## config.mk

```make
export PLATFORM = sky130hd
export DESIGN_NAME = indirect_target_predictor
export DESIGN_NICKNAME = d
export VERILOG_FILES = /design/src/rtl/ibtp_pkg.sv /design/src/rtl/ibtp_control.sv /design/src/rtl/ibtp_datapath.sv /design/src/rtl/indirect_target_predictor.sv
export SDC_FILE = /design/constraint.sdc
export NUM_CORES = 2
export LEC_CHECK = 0
export BUFFER_PORTS_ARGS = -buffer_cell sky130_fd_sc_hd__buf_2
export CELL_PAD_IN_SITES_DETAIL_PLACEMENT = 1
export CELL_PAD_IN_SITES_GLOBAL_PLACEMENT = 1
export CORE_MARGIN = 2
export CORE_UTILIZATION = 50
export DETAILED_ROUTE_END_ITERATION = 8
export PLACE_DENSITY_LB_ADDON = 0.1
export RECOVER_POWER = 50
export SYNTH_ARGS = -nofsm -noshare
export SYNTH_HDL_FRONTEND = slang
export SYNTH_SLANG_ARGS = --single-unit
```

## constraint.sdc

```tcl
create_clock -name clk -period 4.29 [get_ports clk]
set_clock_uncertainty 0.05 [all_clocks]
set_input_delay 0 -clock clk [delete_from_list [all_inputs] [get_ports clk]]
set_output_delay 0 -clock clk [all_outputs]
set_load 0.01 [all_outputs]
```

## src/rtl/ibtp_pkg.sv

```systemverilog
package ibtp_pkg;
  // Strobes from control to datapath
  typedef struct packed {
    logic wrEn;    // write the resolve key/target into the table
    logic useAlt;  // select the table target over the buffer target
  } ibtpStrobes_t;
endpackage

```

## src/rtl/ibtp_control.sv

```systemverilog
module ibtp_control
  import ibtp_pkg::*;
(
  input  logic         btbHit,
  input  logic         btbIndirect,
  input  logic         tableHit,
  input  logic         resValid,
  input  logic         resMispredict,
  output ibtpStrobes_t strobes
);
  logic overrideOk;
  logic allocReq;

  always_comb begin
    overrideOk = btbHit && btbIndirect;
    allocReq   = resValid && resMispredict;
    strobes.useAlt = overrideOk && tableHit;
    strobes.wrEn   = allocReq;
  end
endmodule

```

## src/rtl/ibtp_datapath.sv

```systemverilog
module ibtp_datapath
  import ibtp_pkg::*;
#(
  parameter int ADDR_W   = 32,
  parameter int HIST_W   = 12,
  parameter int IDX_W    = 6,
  parameter int TAG_W    = 6,
  parameter int ADDR_LSB = 2
) (
  input  logic              clk,
  input  logic              rstN,
  input  logic [ADDR_W-1:0] lkAddr,
  input  logic [HIST_W-1:0] lkHist,
  input  logic [ADDR_W-1:0] btbTarget,
  input  logic [ADDR_W-1:0] resAddr,
  input  logic [HIST_W-1:0] resHist,
  input  logic [ADDR_W-1:0] resTarget,
  input  ibtpStrobes_t      strobes,
  output logic              tableHit,
  output logic [ADDR_W-1:0] predTarget
);
  localparam int HASH_W = IDX_W + TAG_W;
  localparam int DEPTH  = 1 << IDX_W;

  function automatic logic [HASH_W-1:0] hashKey(input logic [ADDR_W-1:0] a,
                                                input logic [HIST_W-1:0] h);
    logic [HASH_W-1:0] k;
    k = a[ADDR_LSB +: HASH_W];
    for (int i = 0; i < HIST_W; i++) begin
      k[i % HASH_W] = k[i % HASH_W] ^ h[i];
    end
    return k;
  endfunction

  logic [DEPTH-1:0]  validVec;
  logic [TAG_W-1:0]  tagMem [DEPTH];
  logic [ADDR_W-1:0] tgtMem [DEPTH];

  logic [HASH_W-1:0] lkKey, wrKey;
  logic [IDX_W-1:0]  lkIdx, wrIdx;
  logic [TAG_W-1:0]  lkTag, wrTag;

  always_comb begin
    lkKey = hashKey(lkAddr, lkHist);
    wrKey = hashKey(resAddr, resHist);
    lkIdx = lkKey[IDX_W-1:0];
    lkTag = lkKey[HASH_W-1:IDX_W];
    wrIdx = wrKey[IDX_W-1:0];
    wrTag = wrKey[HASH_W-1:IDX_W];
  end

  // Read side
  always_comb begin
    tableHit   = validVec[lkIdx] && (tagMem[lkIdx] == lkTag);
    predTarget = strobes.useAlt ? tgtMem[lkIdx] : btbTarget;
  end

  // Valid bits: cleared by reset, set on write
  always_ff @(posedge clk) begin
    if (!rstN) begin
      validVec <= '0;
    end else if (strobes.wrEn) begin
      validVec[wrIdx] <= 1'b1;
    end
  end

  // Tag and target storage, one slot per entry
  for (genvar e = 0; e < DEPTH; e++) begin : g_entry
    always_ff @(posedge clk) begin
      if (strobes.wrEn && (wrIdx == IDX_W'(e))) begin
        tagMem[e] <= wrTag;
        tgtMem[e] <= resTarget;
      end
    end
  end

  // reset leaves every entry invalid
  p_reset_clear_r9: assert property (@(posedge clk)
    !rstN |=> (validVec == '0));

  // no write strobe, no change to valid bits
  p_quiet_table_r4: assert property (@(posedge clk) disable iff (!rstN)
    !strobes.wrEn |=> $stable(validVec));

  // written entry is valid afterwards
  p_write_sets_valid_r5: assert property (@(posedge clk) disable iff (!rstN)
    strobes.wrEn |=> validVec[$past(wrIdx)]);

  // written entry holds the resolved target
  p_target_written_r6: assert property (@(posedge clk) disable iff (!rstN)
    strobes.wrEn |=> (tgtMem[$past(wrIdx)] == $past(resTarget)));
endmodule

```

## src/rtl/indirect_target_predictor.sv

```systemverilog
module indirect_target_predictor
  import ibtp_pkg::*;
#(
  parameter int ADDR_W   = 32,
  parameter int HIST_W   = 12,
  parameter int IDX_W    = 6,
  parameter int TAG_W    = 6,
  parameter int ADDR_LSB = 2
) (
  input  logic              clk,
  input  logic              rstN,
  input  logic [ADDR_W-1:0] lkAddr,
  input  logic [HIST_W-1:0] lkHist,
  input  logic              btbHit,
  input  logic              btbIndirect,
  input  logic [ADDR_W-1:0] btbTarget,
  output logic [ADDR_W-1:0] predTarget,
  input  logic              resValid,
  input  logic [ADDR_W-1:0] resAddr,
  input  logic [HIST_W-1:0] resHist,
  input  logic [ADDR_W-1:0] resTarget,
  input  logic              resMispredict
);
  ibtpStrobes_t strobes;
  logic         tableHit;

  ibtp_control u_ctrl (
    .btbHit        (btbHit),
    .btbIndirect   (btbIndirect),
    .tableHit      (tableHit),
    .resValid      (resValid),
    .resMispredict (resMispredict),
    .strobes       (strobes)
  );

  ibtp_datapath #(
    .ADDR_W   (ADDR_W),
    .HIST_W   (HIST_W),
    .IDX_W    (IDX_W),
    .TAG_W    (TAG_W),
    .ADDR_LSB (ADDR_LSB)
  ) u_dp (
    .clk        (clk),
    .rstN       (rstN),
    .lkAddr     (lkAddr),
    .lkHist     (lkHist),
    .btbTarget  (btbTarget),
    .resAddr    (resAddr),
    .resHist    (resHist),
    .resTarget  (resTarget),
    .strobes    (strobes),
    .tableHit   (tableHit),
    .predTarget (predTarget)
  );

  // the output departs from the buffer target only for a buffer-hit indirect jump
  p_override_gate_r3: assert property (@(posedge clk) disable iff (!rstN)
    (predTarget != btbTarget) |-> (btbHit && btbIndirect));
endmodule

```

* Word-level counts from Yosys, hierarchy flattened
Memories as Yosys holds them, arrays and structs flattened.
Index checks and enable logic that the tools add are counted.
** Word-level totals
- Bits in writable memories :: 2432
- Bits in registers :: 64
- Memories :: 2
** Operators by class
- Eq/ne operators :: 64
- Mux-type cells :: 511
- Bitwise logic cells :: 25
- Magnitude comparators :: 3
- Reduce and logical (&&, ||, !) cells :: 196
** Memory list
- u_dp.tgtMem :: words 64, width 32, read ports 1, clocked after memory_dff 0, wr ports 1, RTL line ibtp_datapath.sv:37 : logic [ADDR_W-1:0] tgtMem [DEPTH];
- u_dp.tagMem :: words 64, width 6, read ports 1, clocked after memory_dff 0, wr ports 1, RTL line ibtp_datapath.sv:36 : logic [TAG_W-1:0] tagMem [DEPTH];
** Operators by type and width (number)
- two-way mux 32 bit :: 64
- OR reduction 32 bit :: 63
- two-way mux 6 bit :: 189
- OR reduction 6 bit :: 63
- two-way mux 1 bit :: 256
- equality test 6 bit, second input constant :: 32
- equality test 6 x 5 -> 1 bit, second input constant :: 16
- logical AND 1 bit :: 69
- bitwise OR 64 bit :: 1
- equality test 6 x 4 -> 1 bit, second input constant :: 8
- equality test 6 x 3 -> 1 bit, second input constant :: 4
- bitwise XOR 1 bit :: 24
- < comparator 6 x 7 -> 1 bit, second input constant :: 2
- equality test 6 x 2 -> 1 bit, second input constant :: 2
- binary-select mux 1 bit (select 6 bit) :: 1
- demux 1 bit (select 6 bit) :: 1
- equality test 6 x 1 -> 1 bit, second input constant :: 1
- equality test 6 bit :: 1
- greater-or-equal comparator 6 x 1 -> 1 bit, second input constant :: 1
- logical NOT 6 bit :: 1

* Logic depth before layout (Yosys ltp)
- Depth after elaboration :: 69
- Depth in mapped cells :: 14

* Hierarchy
A second synthesis with hierarchy kept.
** Unflattened totals
- Cells, all modules :: 3996
- Area total of the unflattened synthesis :: 95497.8 sq um
** Modules (own cells, without submodules)
- ibtp_datapath :: area each 95477.8 sq um, instances 1, cells each 3993, seq. area each 74311.3 sq um
- ibtp_control :: area each 20.0 sq um, instances 1, cells each 3, seq. area each 0.0 sq um

* Worst setup path before layout
No wires, ideal clock.
- Path kind :: input port to output port
- Start point :: input lkHist[0]
- End point :: output predTarget[21]
- Required time :: 4.240 ns
- Cell stages on the path :: 7
- Slack :: 1.153 ns
- Data arrival time :: 3.087 ns
- Cells stage by stage :: xnor2_1 -> clkbuf_1 -> clkbuf_1 -> mux4_2 -> mux4_2 -> mux4_2 -> mux2_2
** Between the ends
- Longest elaborated chain between the ends :: 6
- Elaborated cells on any way between the ends :: 9
- Those cells by class :: eq/ne: 1; mux: 3; bitwise: 1; reduce/logical: 2; memory: 2
** Ends and longest elaborated chain
- start, declared :: RTL line indirect_target_predictor.sv:13 : input logic [HIST_W-1:0] lkHist,
- bitwise XOR 1 bit * :: RTL line ibtp_datapath.sv:30 : k[i % HASH_W] = k[i % HASH_W] ^ h[i];
- memory read (64 x 6 bit) or binary-select mux 1 bit (select 6 bit) (tied branches)
- equality test 6 bit or two-way mux 1 bit (tied branches) :: RTL line ibtp_datapath.sv:54 : tableHit = validVec[lkIdx] && (tagMem[lkIdx] == lkTag);
- logical AND 1 bit :: RTL line ibtp_datapath.sv:54
- logical AND 1 bit :: RTL line ibtp_control.sv:17 : strobes.useAlt = overrideOk && tableHit;
- two-way mux 32 bit * :: RTL line ibtp_datapath.sv:55 : predTarget = strobes.useAlt ? tgtMem[lkIdx] : btbTarget;
- end, declared :: RTL line indirect_target_predictor.sv:17 : output logic [ADDR_W-1:0] predTarget,
Mark *: on every way between the ends. The rest lies on a longest branch, timed or not. The select of a mux whose other input is x is not followed.

* Worst setup path in the final report
- Start point :: memory u_dp.tagMem[20][3]
- End point :: output predTarget[23]
** Between the ends
- Longest elaborated chain between the ends :: 5
** Ends and longest elaborated chain (RTL line)
- start, declared :: ibtp_datapath.sv:36
- memory read (64 x 6 bit)
- equality test 6 bit :: ibtp_datapath.sv:54
- logical AND 1 bit :: ibtp_datapath.sv:54
- logical AND 1 bit :: ibtp_control.sv:17
- two-way mux 32 bit :: ibtp_datapath.sv:55
No other way between the ends.

==> out/qor.yml <==
setup_path:
  critPathKind: "reg2out"
  reg2reg_setup_slack_ns: 3.60
  start_kind: "flop"
  end_kind: "output port"
  arrival_ns: 4.15
  required_ns: 4.24
  crit_fanout: 8
drt:
  post_drt_wl_per_cell_microns: 36.6
  drt-initial-drc-count: 4926
  drtPass1Iterations: 5
  drtAntennaViolNets: 0
  vias: 45800
  drc_errors: 0
  wl_microns: 262000
  viasPerCell: 6.40
sta:
  setup_slack_ns: 0.0929
  setup-tns-final_ns: 0
  max_slew_margin: -1.06
  finalSetupViolCount: 0
  maxSlewViolCount: 2571
  max_slew.worst_pin.slew_ns: 3.08
  fmax_mhz: 238
  period_share: 0.978
  period_needed_ns: 4.20
  grt_setup_unrepaired: "yes"
  final-hold-violation-count: 0
final_layout:
  nNetsFinal: 4610
  syn_to_final_growth_pct: 15.0
  stdcell_area_sq_um: 110000
  drive_above_1_share: 0.329
  n_fill_cell: 15400
place:
  preCtsSetupSlack_ns: 0.255
  post_dp_cell_area_sq_um: 102000
  place_congestion: 0.782
  portBuffers: 149
  dp_hpwl_microns: 145000
global_routing:
  grt_max_degree: 110
  busiest_layer: "met2"
  overflow: 0
  met1_usage: 0.379
  grt_pass1_wl_microns: 369000
  globalRouteMet3Util: 0.0416
  grt.met2_usage: 0.449
  gr-usage-all-layers: 0.269
  antenna_found_initial: 3
  grt_pass1_vias: 47800
die:
  num_rows: 160
  dieArea_sq_um: 195000
  start_util: 0.504
  io_pins: 190
  fp.dieW_microns: 442
  core_sq_um: 190000
  fp.dieH_microns: 442
synth:
  muxShareOfSynthArea: 0.187
  synth_async_sr_flop_share: 0
  netlist_area_sq_um: 96000
  yosys_most_used_dff: "edfxtp_1"
  synth-simple-area-share: 0.0122
  synth_compound_area_frac: 0.0110
  synth_top_family_by_area: "multiplexers"
  synth-xor-area-share: 0.00422
  ys_ff_latch: 2496
  ys_types: 47
  synth_cells: 3966
  yosys.area_share.adder: 0
  synth_nets: 4124
  synth_edf_count: 2432
  seq_area_frac_synth: 0.774
  syn_area_per_cell_sq_um: 24.2
  ys_warn_count: 0
power_and_ir_drop:
  powerDensity_nw_per_um2: 485
  power_mw: 53.5
  ir_drop_mv: 0.385
  power.leakage_nw: 34.5
cts:
  clk_path_buf_depth: 4
  ctsRootBufferMaster: "clkbuf_16"
  cts_buffers: 275
  cts_tree: "built"
  clk_pin_slew_ns: 0.06
  clock_sinks: 2496
  clock_latency_ns: 0.90
  cts_htree_levels: 5
run:
  drv_cap: 43
min_path:
  hp-class: "in2reg"
run_status:
  violations: "max-capacitance violations, max-slew violations"
  outcome: "complete, but fails checks"
-- worst max-delay path, cell delays in order, from the launching register on --
cell	delay, ns
edfxtp_1	0.38
mux4_2	0.48
a22oi_2	0.19
o21ai_2	0.11
nor4_4	0.36
buf_4	0.19
a31oi_4	0.04
xnor2_2	0.18
a2111oi_4	0.30
buf_6	0.28
clkbuf_16	0.27
mux2_4	0.32
buf_6	0.12
-- power by group --
part | internal (mW) | switching (mW)
Combinational | 1.98 | 2.58
Sequential | 27.0 | 0.0380
Clock | 12.8 | 9.12
-- flip-flops by register name (all words and copies together), names as in the netlist --
register       cells
u_dp.tgtMem     2048
u_dp.validVec     64
u_dp.tagMem      384
-- metrics by stage --
stage          instances  hold slack, ns  utilization
2_1_floorplan       3966          0.0489            -
3_3_place_gp        6631           0.263        0.533
3_5_place_dp        6631           0.261        0.533
4_1_cts             7146          0.0461        0.579
5_1_grt             7149           0.119        0.580
6_report            7151           0.151        0.580
-- Yosys cell counts (12+ instances only) --
master,instances,area [sq um]
edfxtp_1,2432,73000
mux4_2,733,16500
nor2_1,97,364
nand2_1,94,353
buf_2,92,460
clkbuf_1,75,282
o21a_1,65,488
dfxtp_1,64,1280
nand3_1,49,245
mux2_4,30,450
mux4_1,29,762
xnor2_1,20,175
xor2_1,20,175
nor3_1,18,90.1
buf_6,16,180
a22oi_1,15,113
mux2i_1,12,120
-- layout make-up --
class / instances / area, sq um / share of cell area
sequential: 2496 / 74300 / 0.673
multi-input combinational: 1270 / 21400 / 0.193
clock buffer: 359 / 7420 / 0.0672
timing repair buffer: 409 / 3420 / 0.0310
tap: 2511 / 3140 / 0.0285
clock inverter: 103 / 744 / 0.00674
antenna: 3 / 7.51 / 0.0000680
-- cell usage in the layout, fill, tap and decap left out, types with 7 or more instances in the layout --
master,netlist,layout
edfxtp_1,2432,2432
mux4_2,733,738
clkbuf_16,0,285
buf_4,6,151
clkbuf_1,75,122
nand2_1,94,94
buf_2,92,94
o21a_1,65,65
dfxtp_1,64,64
nor2_4,0,60
clkinv_1,0,51
dlygate4sd3_1,0,51
nand3_1,49,47
buf_12,3,41
nor2_1,97,37
clkinv_2,0,35
mux2_4,30,32
mux4_1,29,24
nor3_1,18,17
buf_6,16,17
xnor2_1,20,13
mux2i_1,12,12
a22oi_1,15,11
xor2_1,20,11
bufinv_16,0,11
xor2_4,2,10
mux2_2,11,9
a31oi_1,10,8
xnor2_2,0,7
a32oi_1,7,7
a21oi_1,8,7
-- worst paths after layout --
path                                                startpoint                              to  cells after the start
worst max-delay path              u_dp.tagMem[20][3]$_DFFE_PP_                  predTarget[23]                     12
worst min-delay path                                resHist[2]    u_dp.tagMem[63][0]$_DFFE_PP_                      5
worst max register to register  u_dp.validVec[35]$_SDFFE_PN0P_  u_dp.validVec[35]$_SDFFE_PN0P_                      1
worst min register to register   u_dp.validVec[2]$_SDFFE_PN0P_   u_dp.validVec[2]$_SDFFE_PN0P_                      1
-- routing by layer --
metal  routed length [microns]  vias up
li1                          -    18100
met1                    107000    25500
met2                    131000     1837
met3                     16500      361
met4                      6810        2
met5                        13        -
-- what timing repair did --
action	CTS	global route
hold endpoints to repair	2530	0
gates resized for setup	4	48
setup buffers	1	0
pin swaps	2	14
hold buffers	51	0
gates cloned	1	2
endpoints found under the setup margin	32	32
-- cell families after synthesis --
group / count (synthesis)
compound gates: 139
buf+inv: 200
mux: 815
simple gates: 274
xor+xnor: 42
flops: 2496
Note: power is estimated with default switching activity, not from simulation.
